## src/rtl/msdu_trk_pkg.sv

```systemverilog
package msdu_trk_pkg;
  localparam int unsigned ADDR_W   = 40;
  localparam int unsigned RBM_W    = 3;
  localparam int unsigned COOKIE_W = 21;
  localparam int unsigned LEN_W    = 14;
  localparam int unsigned DEST_W   = 5;
  localparam int unsigned RING_W   = 3;
  localparam int unsigned N_DIRECT = 7;
  localparam int unsigned N_REMAP  = (2 ** DEST_W) - N_DIRECT;
  localparam int unsigned IDX_W    = $clog2(N_REMAP);

  typedef struct packed {
    logic              first;
    logic              last;
    logic              cont;
    logic [LEN_W-1:0]  len;
    logic [DEST_W-1:0] dest;
    logic              drop;
    logic              sa_valid;
    logic              sa_to;
    logic              da_valid;
    logic              da_mcbc;
    logic              da_to;
    logic              rsvd_bad;
  } info_t;

  typedef struct packed {
    logic [ADDR_W-1:0]   addr;
    logic [RBM_W-1:0]    rbm;
    logic [COOKIE_W-1:0] cookie;
  } head_t;

  typedef struct packed {
    logic              drop;
    logic [RING_W-1:0] ring;
    logic [LEN_W-1:0]  len;
    logic              first;
    logic              last;
    logic              only;
    logic              sa_valid;
    logic              sa_to;
    logic              da_valid;
    logic              da_mcbc;
    logic              da_to;
    logic              proto_err;
    logic              fmt_err;
    head_t             head;
  } res_t;
endpackage

```

## src/rtl/msdu_desc_dec.sv

```systemverilog
module msdu_desc_dec
  import msdu_trk_pkg::*;
(
  input  logic [31:0] w0_i,
  input  logic [31:0] w1_i,
  input  logic [31:0] w2_i,
  input  logic [31:0] w3_i,
  output info_t       info_o,
  output head_t       head_o
);
  always_comb begin
    info_o.first    = w2_i[0];
    info_o.last     = w2_i[1];
    info_o.cont     = w2_i[2];
    info_o.len      = w2_i[16:3];
    info_o.dest     = w2_i[21:17];
    info_o.drop     = w2_i[22];
    info_o.sa_valid = w2_i[23];
    info_o.sa_to    = w2_i[24];
    info_o.da_valid = w2_i[25];
    info_o.da_mcbc  = w2_i[26];
    info_o.da_to    = w2_i[27];
    info_o.rsvd_bad = (|w2_i[31:28]) | (|w3_i);
    head_o.addr     = {w1_i[7:0], w0_i};
    head_o.rbm      = w1_i[10:8];
    head_o.cookie   = w1_i[31:11];
  end
endmodule

```

## src/rtl/msdu_dest_remap.sv

```systemverilog
module msdu_dest_remap
  import msdu_trk_pkg::*;
(
  input  logic              clk_i,
  input  logic              rst_ni,
  input  logic              we_i,
  input  logic [IDX_W-1:0]  idx_i,
  input  logic [RING_W-1:0] data_i,
  input  logic [DEST_W-1:0] code_i,
  output logic [RING_W-1:0] ring_o
);
  logic [RING_W-1:0] tbl_q [N_REMAP];
  logic [DEST_W-1:0] off;

  always_ff @(posedge clk_i or negedge rst_ni) begin
    if (!rst_ni) begin
      for (int e = 0; e < N_REMAP; e++) tbl_q[e] <= '0;
    end else if (we_i) begin
      for (int e = 0; e < N_REMAP; e++)
        if (idx_i == IDX_W'(e)) tbl_q[e] <= data_i;
    end
  end

  // lookup reads the registered table: a same-cycle write is seen next cycle
  always_comb begin
    off = code_i - DEST_W'(N_DIRECT);
    if (code_i < DEST_W'(N_DIRECT)) ring_o = code_i[RING_W-1:0];
    else                            ring_o = tbl_q[off];
  end
endmodule

```

## src/rtl/msdu_chain_ctl.sv

```systemverilog
module msdu_chain_ctl
  import msdu_trk_pkg::*;
#(
  parameter int unsigned MAX_BUFS = 8,
  parameter int unsigned CNT_W    = 4
) (
  input  logic              clk_i,
  input  logic              rst_ni,
  input  logic              acc_i,
  input  info_t             info_i,
  input  head_t             head_i,
  input  logic [RING_W-1:0] ring_i,
  output logic              res_valid_o,
  output res_t              res_o,
  output logic [CNT_W-1:0]  res_nbufs_o,
  output logic              err_sticky_o
);
  logic             in_chain_q, pe_q, sticky_q, valid_q;
  logic [CNT_W-1:0] cnt_q, nbufs_q, n_bufs;
  logic [LEN_W-1:0] len_q, cur_len;
  head_t            head_q, cur_head;
  res_t             res_q, res_d;
  logic             first_buf, cur_pe, fmt_bad, close, keep;

  always_comb begin
    first_buf = !in_chain_q;
    n_bufs    = (first_buf ? '0 : cnt_q) + CNT_W'(1);
    cur_len   = first_buf ? info_i.len : len_q;
    cur_head  = first_buf ? head_i : head_q;
    cur_pe    = (!first_buf & pe_q) | (info_i.last & info_i.cont);
    fmt_bad   = info_i.rsvd_bad | (info_i.cont & (n_bufs == CNT_W'(MAX_BUFS)));
    close     = fmt_bad | !info_i.cont;
    keep      = !fmt_bad;

    res_d.drop      = fmt_bad | info_i.drop;
    res_d.ring      = res_d.drop ? '0 : ring_i;
    res_d.len       = cur_len;
    res_d.first     = keep & info_i.first;
    res_d.last      = keep & info_i.last;
    res_d.only      = keep & info_i.first & info_i.last;
    res_d.sa_valid  = keep & info_i.sa_valid;
    res_d.sa_to     = keep & info_i.sa_to;
    res_d.da_valid  = keep & info_i.da_valid;
    res_d.da_mcbc   = keep & info_i.da_valid & info_i.da_mcbc;
    res_d.da_to     = keep & info_i.da_to;
    res_d.proto_err = cur_pe;
    res_d.fmt_err   = fmt_bad;
    res_d.head      = cur_head;
  end

  always_ff @(posedge clk_i or negedge rst_ni) begin
    if (!rst_ni) begin
      in_chain_q <= 1'b0;
      pe_q       <= 1'b0;
      sticky_q   <= 1'b0;
      valid_q    <= 1'b0;
      cnt_q      <= '0;
      nbufs_q    <= '0;
      len_q      <= '0;
      head_q     <= '0;
      res_q      <= '0;
    end else begin
      valid_q <= acc_i & close;
      if (acc_i) begin
        if (close) begin
          in_chain_q <= 1'b0;
          res_q      <= res_d;
          nbufs_q    <= n_bufs;
        end else begin
          in_chain_q <= 1'b1;
          cnt_q      <= n_bufs;
          len_q      <= cur_len;
          head_q     <= cur_head;
          pe_q       <= cur_pe;
        end
        if (fmt_bad) sticky_q <= 1'b1;
      end
    end
  end

  assign res_valid_o  = valid_q;
  assign res_o        = res_q;
  assign res_nbufs_o  = nbufs_q;
  assign err_sticky_o = sticky_q;
endmodule

```

## src/rtl/msdu_chain_tracker.sv

```systemverilog
module msdu_chain_tracker
  import msdu_trk_pkg::*;
#(
  parameter  int unsigned MAX_BUFS = 8,
  localparam int unsigned CNT_W    = $clog2(MAX_BUFS + 1)
) (
  input  logic                clk_i,
  input  logic                rst_ni,
  input  logic                desc_valid_i,
  output logic                desc_ready_o,
  input  logic [31:0]         desc_w0_i,
  input  logic [31:0]         desc_w1_i,
  input  logic [31:0]         desc_w2_i,
  input  logic [31:0]         desc_w3_i,
  input  logic                remap_we_i,
  input  logic [IDX_W-1:0]    remap_idx_i,
  input  logic [RING_W-1:0]   remap_data_i,
  output logic                res_valid_o,
  output logic                res_drop_o,
  output logic [RING_W-1:0]   res_ring_o,
  output logic [LEN_W-1:0]    res_len_o,
  output logic [CNT_W-1:0]    res_nbufs_o,
  output logic                res_first_o,
  output logic                res_last_o,
  output logic                res_only_o,
  output logic                res_sa_valid_o,
  output logic                res_sa_timeout_o,
  output logic                res_da_valid_o,
  output logic                res_da_mcbc_o,
  output logic                res_da_timeout_o,
  output logic                res_proto_err_o,
  output logic                res_fmt_err_o,
  output logic [ADDR_W-1:0]   res_head_addr_o,
  output logic [RBM_W-1:0]    res_head_rbm_o,
  output logic [COOKIE_W-1:0] res_head_cookie_o,
  output logic                err_sticky_o
);
  info_t             info;
  head_t             head;
  res_t              res;
  logic [RING_W-1:0] ring;
  logic              acc;

  assign desc_ready_o = 1'b1;
  assign acc          = desc_valid_i & desc_ready_o;

  msdu_desc_dec u_dec (
    .w0_i   (desc_w0_i),
    .w1_i   (desc_w1_i),
    .w2_i   (desc_w2_i),
    .w3_i   (desc_w3_i),
    .info_o (info),
    .head_o (head)
  );

  msdu_dest_remap u_remap (
    .clk_i  (clk_i),
    .rst_ni (rst_ni),
    .we_i   (remap_we_i),
    .idx_i  (remap_idx_i),
    .data_i (remap_data_i),
    .code_i (info.dest),
    .ring_o (ring)
  );

  msdu_chain_ctl #(.MAX_BUFS(MAX_BUFS), .CNT_W(CNT_W)) u_chain (
    .clk_i        (clk_i),
    .rst_ni       (rst_ni),
    .acc_i        (acc),
    .info_i       (info),
    .head_i       (head),
    .ring_i       (ring),
    .res_valid_o  (res_valid_o),
    .res_o        (res),
    .res_nbufs_o  (res_nbufs_o),
    .err_sticky_o (err_sticky_o)
  );

  assign res_drop_o        = res.drop;
  assign res_ring_o        = res.ring;
  assign res_len_o         = res.len;
  assign res_first_o       = res.first;
  assign res_last_o        = res.last;
  assign res_only_o        = res.only;
  assign res_sa_valid_o    = res.sa_valid;
  assign res_sa_timeout_o  = res.sa_to;
  assign res_da_valid_o    = res.da_valid;
  assign res_da_mcbc_o     = res.da_mcbc;
  assign res_da_timeout_o  = res.da_to;
  assign res_proto_err_o   = res.proto_err;
  assign res_fmt_err_o     = res.fmt_err;
  assign res_head_addr_o   = res.head.addr;
  assign res_head_rbm_o    = res.head.rbm;
  assign res_head_cookie_o = res.head.cookie;
endmodule

```

## config.mk

```make
export PLATFORM = sky130hd
export DESIGN_NAME = msdu_chain_tracker
export DESIGN_NICKNAME = d
export VERILOG_FILES = /design/src/rtl/msdu_trk_pkg.sv /design/src/rtl/msdu_desc_dec.sv /design/src/rtl/msdu_dest_remap.sv /design/src/rtl/msdu_chain_ctl.sv /design/src/rtl/msdu_chain_tracker.sv
export SDC_FILE = /design/constraint.sdc
export NUM_CORES = 1
export LEC_CHECK = 0
export BUFFER_PORTS_ARGS = -buffer_cell sky130_fd_sc_hd__buf_2
export CAP_MARGIN = 20
export CORE_ASPECT_RATIO = 1.25
export CORE_MARGIN = 1.5
export CORE_UTILIZATION = 50
export CTS_BUF_LIST = sky130_fd_sc_hd__clkbuf_16
export DETAILED_ROUTE_END_ITERATION = 8
export HOLD_SLACK_MARGIN = 0.03
export PLACE_DENSITY = 0.77
export SYNTH_ARGS = -nofsm -noshare
export SYNTH_HDL_FRONTEND = slang
export SYNTH_SLANG_ARGS = --single-unit
```

## constraint.sdc

```tcl
create_clock -name clk_i -period 2.2 [get_ports clk_i]
set_input_delay 0.11 -clock clk_i [delete_from_list [all_inputs] [get_ports clk_i]]
set_output_delay 0.11 -clock clk_i [all_outputs]
set_load 0.05 [all_outputs]
```

# --- Word level (Yosys, flattened, before mapping) ---
# Cells that the tools add are included.
op_classes:
  n_addsub: 2
  n_mul: 0
  div: 0
  order_cmp: 2
  n_eq_ne: 25
  shift: 0
  muxes: 9
  n_bitwise: 19
  n_reduce_logical: 33
ops:
  columns: ["cell", "n"]
  rows:
  - ["two-way mux 64 bit", 1]
  - ["AND reduction 2 bit", 28]
  - ["== test 5 bit, second input constant", 9]
  - ["== test 5 x 4 -> 1 bit, second input constant", 8]
  - ["OR reduction 32 bit", 1]
  - ["== test 5 x 3 -> 1 bit, second input constant", 4]
  - ["binary-select mux 3 bit (select 5 bit)", 1]
  - ["two-way mux 14 bit", 1]
  - ["bitwise AND 1 bit", 12]
  - ["two-way mux 3 bit", 4]
  - ["== test 5 x 2 -> 1 bit, second input constant", 2]
  - [">= comparator 6 bit, second input constant", 1]
  - ["inverter 5 -> 6 bit", 1]
  - ["== test 5 x 1 -> 1 bit, second input constant", 1]
  - ["zero test 5 bit", 1]
  - ["less-than comparator 5 x 3 -> 1 bit, second input constant", 1]
  - ["bitwise OR 1 bit", 5]
  - ["subtractor 5 x 3 -> 5 bit, second input constant", 1]
  - ["adder 4 x 1 -> 4 bit, second input constant", 1]
  - ["== test 4 bit, second input constant", 1]
  - ["two-way mux 4 bit", 1]
  - ["OR reduction 4 bit", 1]
  - ["zero test 1 bit", 2]
  - ["two-way mux 1 bit", 1]
  - ["inverter 1 bit", 1]
totals:
  regBits: 257
  latch_bits: 0
  ram_bits: 0
  rom_bits: 0
  input_bits: 140
  n_memories: 0

# --- Logic depth before layout (Yosys ltp) ---
logic_depth:
  word_depth: 8
  depth_mapped: 11
  ltp_nobuf: 7

# --- Hierarchy ---
# From an unflattened synthesis, not the netlist that was laid out.
unflattened:
  cells_unflattened: 895
  hier_area_um2: 12582.1
by_module_without_submodules:
  columns: ["module", "instances", "cells_each", "area_per_inst_um2", "seq_area_each_um2"]
  rows:
  - ["msdu_chain_ctl", 1, 522, 8012.7, 4554.4]
  - ["msdu_dest_remap", 1, 266, 3783.6, 1876.8]
  - ["msdu_desc_dec", 1, 105, 774.5, 0.0]
  - ["msdu_chain_tracker", 1, 2, 11.3, 0.0]

# --- Worst setup path before layout ---
# No wires, ideal clock.
synth_timing:
  kind: "register -> register"
  start: "register u_chain.in_chain_q"
  end: "register u_chain.res_q, in the netlist u_chain.res_o[91]"
  setup_time_ns: 0.141
  arrival_ns: 2.150
  required_ns: 2.059
  setup_slack_ns: -0.091
  path_stages_with_launch: 12
  path_cell_list: "dfrtp_1 clkbuf_1 buf_1 and2_1 ha_1 and3_1 o31ai_4 buf_4 inv_1 buf_2 nor2_1 nor2_1"
synth_between:
  elab_chain_cells: 7
synth_rtl:
  columns: ["item", "line_no", "rtl"]
  rows:
  - ["from (decl)", "msdu_chain_ctl.sv:18", "logic in_chain_q, pe_q, sticky_q, valid_q;"]
  - ["from (signal assigned)", "msdu_chain_ctl.sv:53", "in_chain_q <= 1'b0;"]
  - ["from (signal assigned)", "msdu_chain_ctl.sv:66", "in_chain_q <= 1'b0;"]
  - ["from (signal assigned)", "msdu_chain_ctl.sv:70", "in_chain_q <= 1'b1;"]
  - ["two-way mux 4 bit *", "msdu_chain_ctl.sv:27", "n_bufs = (first_buf ? '0 : cnt_q) + CNT_W'(1);"]
  - ["adder 4 x 1 -> 4 bit *", "msdu_chain_ctl.sv:27", null]
  - ["== test 4 bit *", "msdu_chain_ctl.sv:31", "fmt_bad = info_i.rsvd_bad | (info_i.cont & (n_bufs == CNT_W'(MAX_BUFS)));"]
  - ["bitwise AND 1 bit *", "msdu_chain_ctl.sv:31", null]
  - ["bitwise OR 1 bit *", "msdu_chain_ctl.sv:31", null]
  - ["bitwise OR 1 bit", "msdu_chain_ctl.sv:32", "close = fmt_bad | !info_i.cont;"]
  - ["AND reduction 2 bit (no source line)", null, null]
  - ["to (signal assigned)", "msdu_chain_ctl.sv:67", "res_q <= res_d;"]
  - ["to (decl)", "msdu_chain_ctl.sv:22", "res_t res_q, res_d;"]
# Mark *: on every way between the ends. The rest lies on a longest branch, timed or not.
# A chain may end at the register's enable or synchronous reset.

# --- Final worst setup path ---
layout_timing:
  start: "input port desc_w2_i[18]"
  end: "register u_chain.res_q, in the netlist u_chain.res_o[88]"
layout_between:
  elab_chain_cells: 7
layout_rtl:
  columns: ["item", "line_no", "rtl"]
  rows:
  - ["from (decl)", "msdu_chain_tracker.sv:13", "input logic [31:0] desc_w2_i,"]
  - ["subtractor 5 x 3 -> 5 bit", "msdu_dest_remap.sv:26", "off = code_i - DEST_W'(N_DIRECT);"]
  - ["inverter 5 -> 6 bit (implied by the code)", "msdu_dest_remap.sv:28", "else ring_o = tbl_q[off];"]
  - ["binary-select mux 3 bit (select 5 bit)", "msdu_dest_remap.sv:28", null]
  - ["two-way mux 3 bit (implied by the code) (2 in series)", "msdu_dest_remap.sv:28", null]
  - ["two-way mux 3 bit *", "msdu_dest_remap.sv:27", "if (code_i < DEST_W'(N_DIRECT)) ring_o = code_i[RING_W-1:0];"]
  - ["two-way mux 3 bit *", "msdu_chain_ctl.sv:36", "res_d.ring = res_d.drop ? '0 : ring_i;"]
# Mark *: on every way between the ends. The rest lies on a longest branch, timed or not. The select of a mux whose other input is x is not followed.

==> flow_summary_export.csv <==
group,metric,value,unit
synth,synth_area_leader_cell,"dfrtp_1",
grt,antenna_found_initial,0,
final_layout,stdcell_count,1574,
synth,synth_seq_cells,257,
power_and_ir_drop,vdd_drop_max,0.775,mV
sta,finClkSkew,0.0152,ns
power_and_ir_drop,p_sw_frac,0.287,
synth,synth-main-ff-cell,"dfrtp_1",
synth,yosysMostFrequentCell,"dfrtp_1",
die,core-area,0.0224,mm2
sta,maxSlewViolCount,0,
synth,synth_nets,1069,
sta,fmax,0.495,GHz
synth,synth_xor_area_frac,0.00460,
flow_run,drv_cap,0,
synth,synth_fa_ha_area_frac,0.00219,
synth,yosys-top-cells-area,"dfrtp_1 56%, mux2_2 15%, mux2i_1 7.3%",
synth,yosysTopAreaCellShare,0.563,
synth,ys_seq_area_frac,0.563,
grt,grt.overflow.total,0,
final_layout,drive_above_1_share,0.376,
synth,synth_area,0.0114,mm2
sta,layout_min_cycle_time,2.02,ns
sta,fin_crit_sh,0.919,
sta,slew_headroom,0.514,
die,die_y,172,um
synth,yosys.area_share.simple,0.0901,
die,floorplan.initialDensity,0.511,
drt,drt-wirelength-per-cell,18.2,um
final_layout,final_util,0.667,
synth,syn_avg_cell_area,12.3,um2
worst_setup_path,critPathMaxFanout,16,
die,die_area,0.0238,mm2
drt,drt-initial-drc-count,339,
grt,grt_use_total,0.240,
worst_setup_path,start_kind,"input pin",
synth,synth_cell_type_count,47,
place,io_buffers,237,
synth,syn_inst,927,
synth,synth_common_cells,"257 x dfrtp_1, 148 x mux2_2, 129 x nand2_1",
final_layout,nets,1414,
power_and_ir_drop,internal_power,0.00820,W
final_layout,areaGrowthSynthToFinish,30.7,%
clock_network,root_buffer,"clkbuf_16",
power_and_ir_drop,p_per_area,771,mW/mm2
drt,drt-pass1-iter-count,4,
synth,synth_edf_count,0,
place,finalWeightedCongestion,0.899,
clock_network,cts_tree,"done",
synth,synth_mux_area_frac,0.249,
synth,async_flop_share,1.00,
worst_setup_path,cp_data_required_time,2.61,ns
power_and_ir_drop,clkPwrFrac,0.353,
clock_network,htree_levels,1,
clock_network,clkSinkCount,257,
drt,via_per_inst,5.51,
power_and_ir_drop,p_leak,7.30,nW
die,fp-row-count,61,
die,io_pins,239,
place,dp_hpwl,18600,um
place,placed_cells,1436,
sta,hold_viol_final,0,
clock_network,cts_made_buffers,26,
worst_setup_path,cp-end-kind,"register",
drt,vias,8674,
hold_path,min_path_type,"in2reg",
synth,synth_top_family_by_area,"multiplexers",
worst_setup_path,timing.critical_path.cells,"dlygate4sd3_1 -> buf_2 -> ha_2 -> buf_4 -> mux4_2 -> nor2_1 -> o41ai_1 -> nand3_1 -> o21ai_1",
die,die_width,138,um
worst_setup_path,crit_arrival,2.43,ns
worst_setup_path,cpMaxStageDelayCell,"mux4_2",
status,outcome,"completed",
drt,wl,28700,um
grt,grt_pass1_vias,9137,
clock_network,clockBufferDepth,3,
grt,grt_pass1_wl,46200,um
sta,finalSetupViolations,0,
final_layout,n_antenna_cell,0,
clock_network,clock_latency,0.53,ns
synth,synth_compound_area_frac,0.0626,
clock_network,cts_setup_buffers,0,
worst_setup_path,critical_path_class,"in2reg",
power_and_ir_drop,p_comb_frac,0.182,
worst_setup_path,cpPeakStageDelay,0.55,ns
drt,final_antenna_net_count,0,
synth,yosysWarnings,0,
power_and_ir_drop,power_switching,0.00331,W
power_and_ir_drop,p_seq_frac,0.466,
clock_network,clkTransAtPathRegs,0.06,ns
sta,grt_setup_unrepaired,"no",
grt,grt_start_max_net_pins,88,
drt,drcViolationCount,0,
sta,worst_slew_pin_slew,0.722,ns
power_and_ir_drop,finalPower,0.0115,W
==> worst max-delay path: cells and delay by family <==
kind / cells / cell delay [ns]
fa+ha+maj: 1 / 0.41
compound gates: 2 / 0.17
simple gates: 2 / 0.24
mux: 1 / 0.55
buf+inv: 3 / 0.95
==> power by group through the flow <==
stage               clock (W)  combinational, W  sequential (W)
floorplan                   0          0.000790         0.00589
global placement            0           0.00191         0.00541
detailed placement          0           0.00195         0.00543
CTS                   0.00413           0.00208         0.00535
global route          0.00432           0.00224         0.00541
finish                0.00406           0.00209         0.00536
==> sequential cells by signal, indices dropped and copies added, names as in the netlist, 4 cells and up <==
name / count
u_chain.res_o: 92
u_remap.tbl_q: 75
u_chain.head_q: 64
u_chain.len_q: 14
u_chain.cnt_q: 4
u_chain.res_nbufs_o: 4
==> per-layer routing <==
layer / routed length (um) / GRT usage / share of wire
met1: 11600 / 0.289 / 0.40
met2: 14700 / 0.431 / 0.51
met3: 1250 / 0.0352 / 0.043
met4: 1110 / 0.100 / 0.039
met5: 0 / 0 / 0
==> final cells by class <==
class                   instances  area (um2)
clock buffers                  27         676
clock inverters                20        93.8
fillers                      1617        7440
inverters                       5        18.8
multi-input cells             608        4670
flip-flops and latches        257        6430
well taps                     283         354
repair buffers                374        2670
==> path summary, 6_finish.rpt <==
| kind | to | depth (start not counted) | slack [ns] | start |
|---|---|---|---|---|
| max | u_chain.res_o[88] | 9 | 0.18 | desc_w2_i[18] |
| min | u_remap.tbl_q[13] | 3 | 0.06 | remap_idx_i[4] |
| max reg2reg | u_chain.cnt_q[3] | 5 | 0.20 | u_chain.in_chain_q |
| min reg2reg | u_chain.err_sticky_o | 1 | 0.47 | u_chain.err_sticky_o |
| max in group asynchronous | u_chain.head_q[16] | 3 | 1.26 | rst_ni |
| min in group asynchronous | u_chain.head_q[25] | 2 | 0.16 | rst_ni |
==> what timing repair did <==
| action | 4_1_cts | 5_1_grt |
|---|---|---|
| setup endpoints to repair | 0 | 2 |
| endpoints found under the hold margin | 249 | 0 |
| hold buffers | 91 | 0 |
| gates resized for setup | 0 | 2 |
==> stage by stage <==
stage	hold WS (ns)	area, um2	setup WS, ns	setup TNS (ns)
after floorplan	-0.186	11400	0.00606	0
after global placement	0.167	13200	0.0370	0
after detailed placement	0.179	13200	-0.0273	-0.607
after CTS	0.0532	14900	0.162	0
after global routing	0.0648	14900	0.0178	0
final	0.0565	14900	0.179	0
==> cell usage in the layout (no fill, tap or decap), types with 9 or more instances in the layout <==
cell type / netlist / routed
buf_2: 17 / 236
mux2i_1: 83 / 83
nand2_1: 129 / 129
buf_12: 0 / 17
nor2_1: 21 / 21
o21ai_1: 10 / 10
mux2_1: 9 / 9
buf_4: 4 / 28
nor4_1: 12 / 12
nor2b_1: 11 / 11
nand3_1: 17 / 17
dlygate4sd3_1: 0 / 91
o21ai_0: 80 / 80
clkinv_2: 0 / 9
dfrtp_1: 257 / 256
mux4_2: 11 / 11
mux2_2: 148 / 148
clkbuf_16: 0 / 27
==> cell families after synthesis <==
group                      Yosys count
DFF                                257
muxes                              251
and+or+nand+nor                    224
AOI/OAI and AO/OA                  124
buffers and inverters               62
xor gates and xnor gates             6
adders and majority gates            2
other                                1
Note: power is estimated with default switching activity, not from simulation.
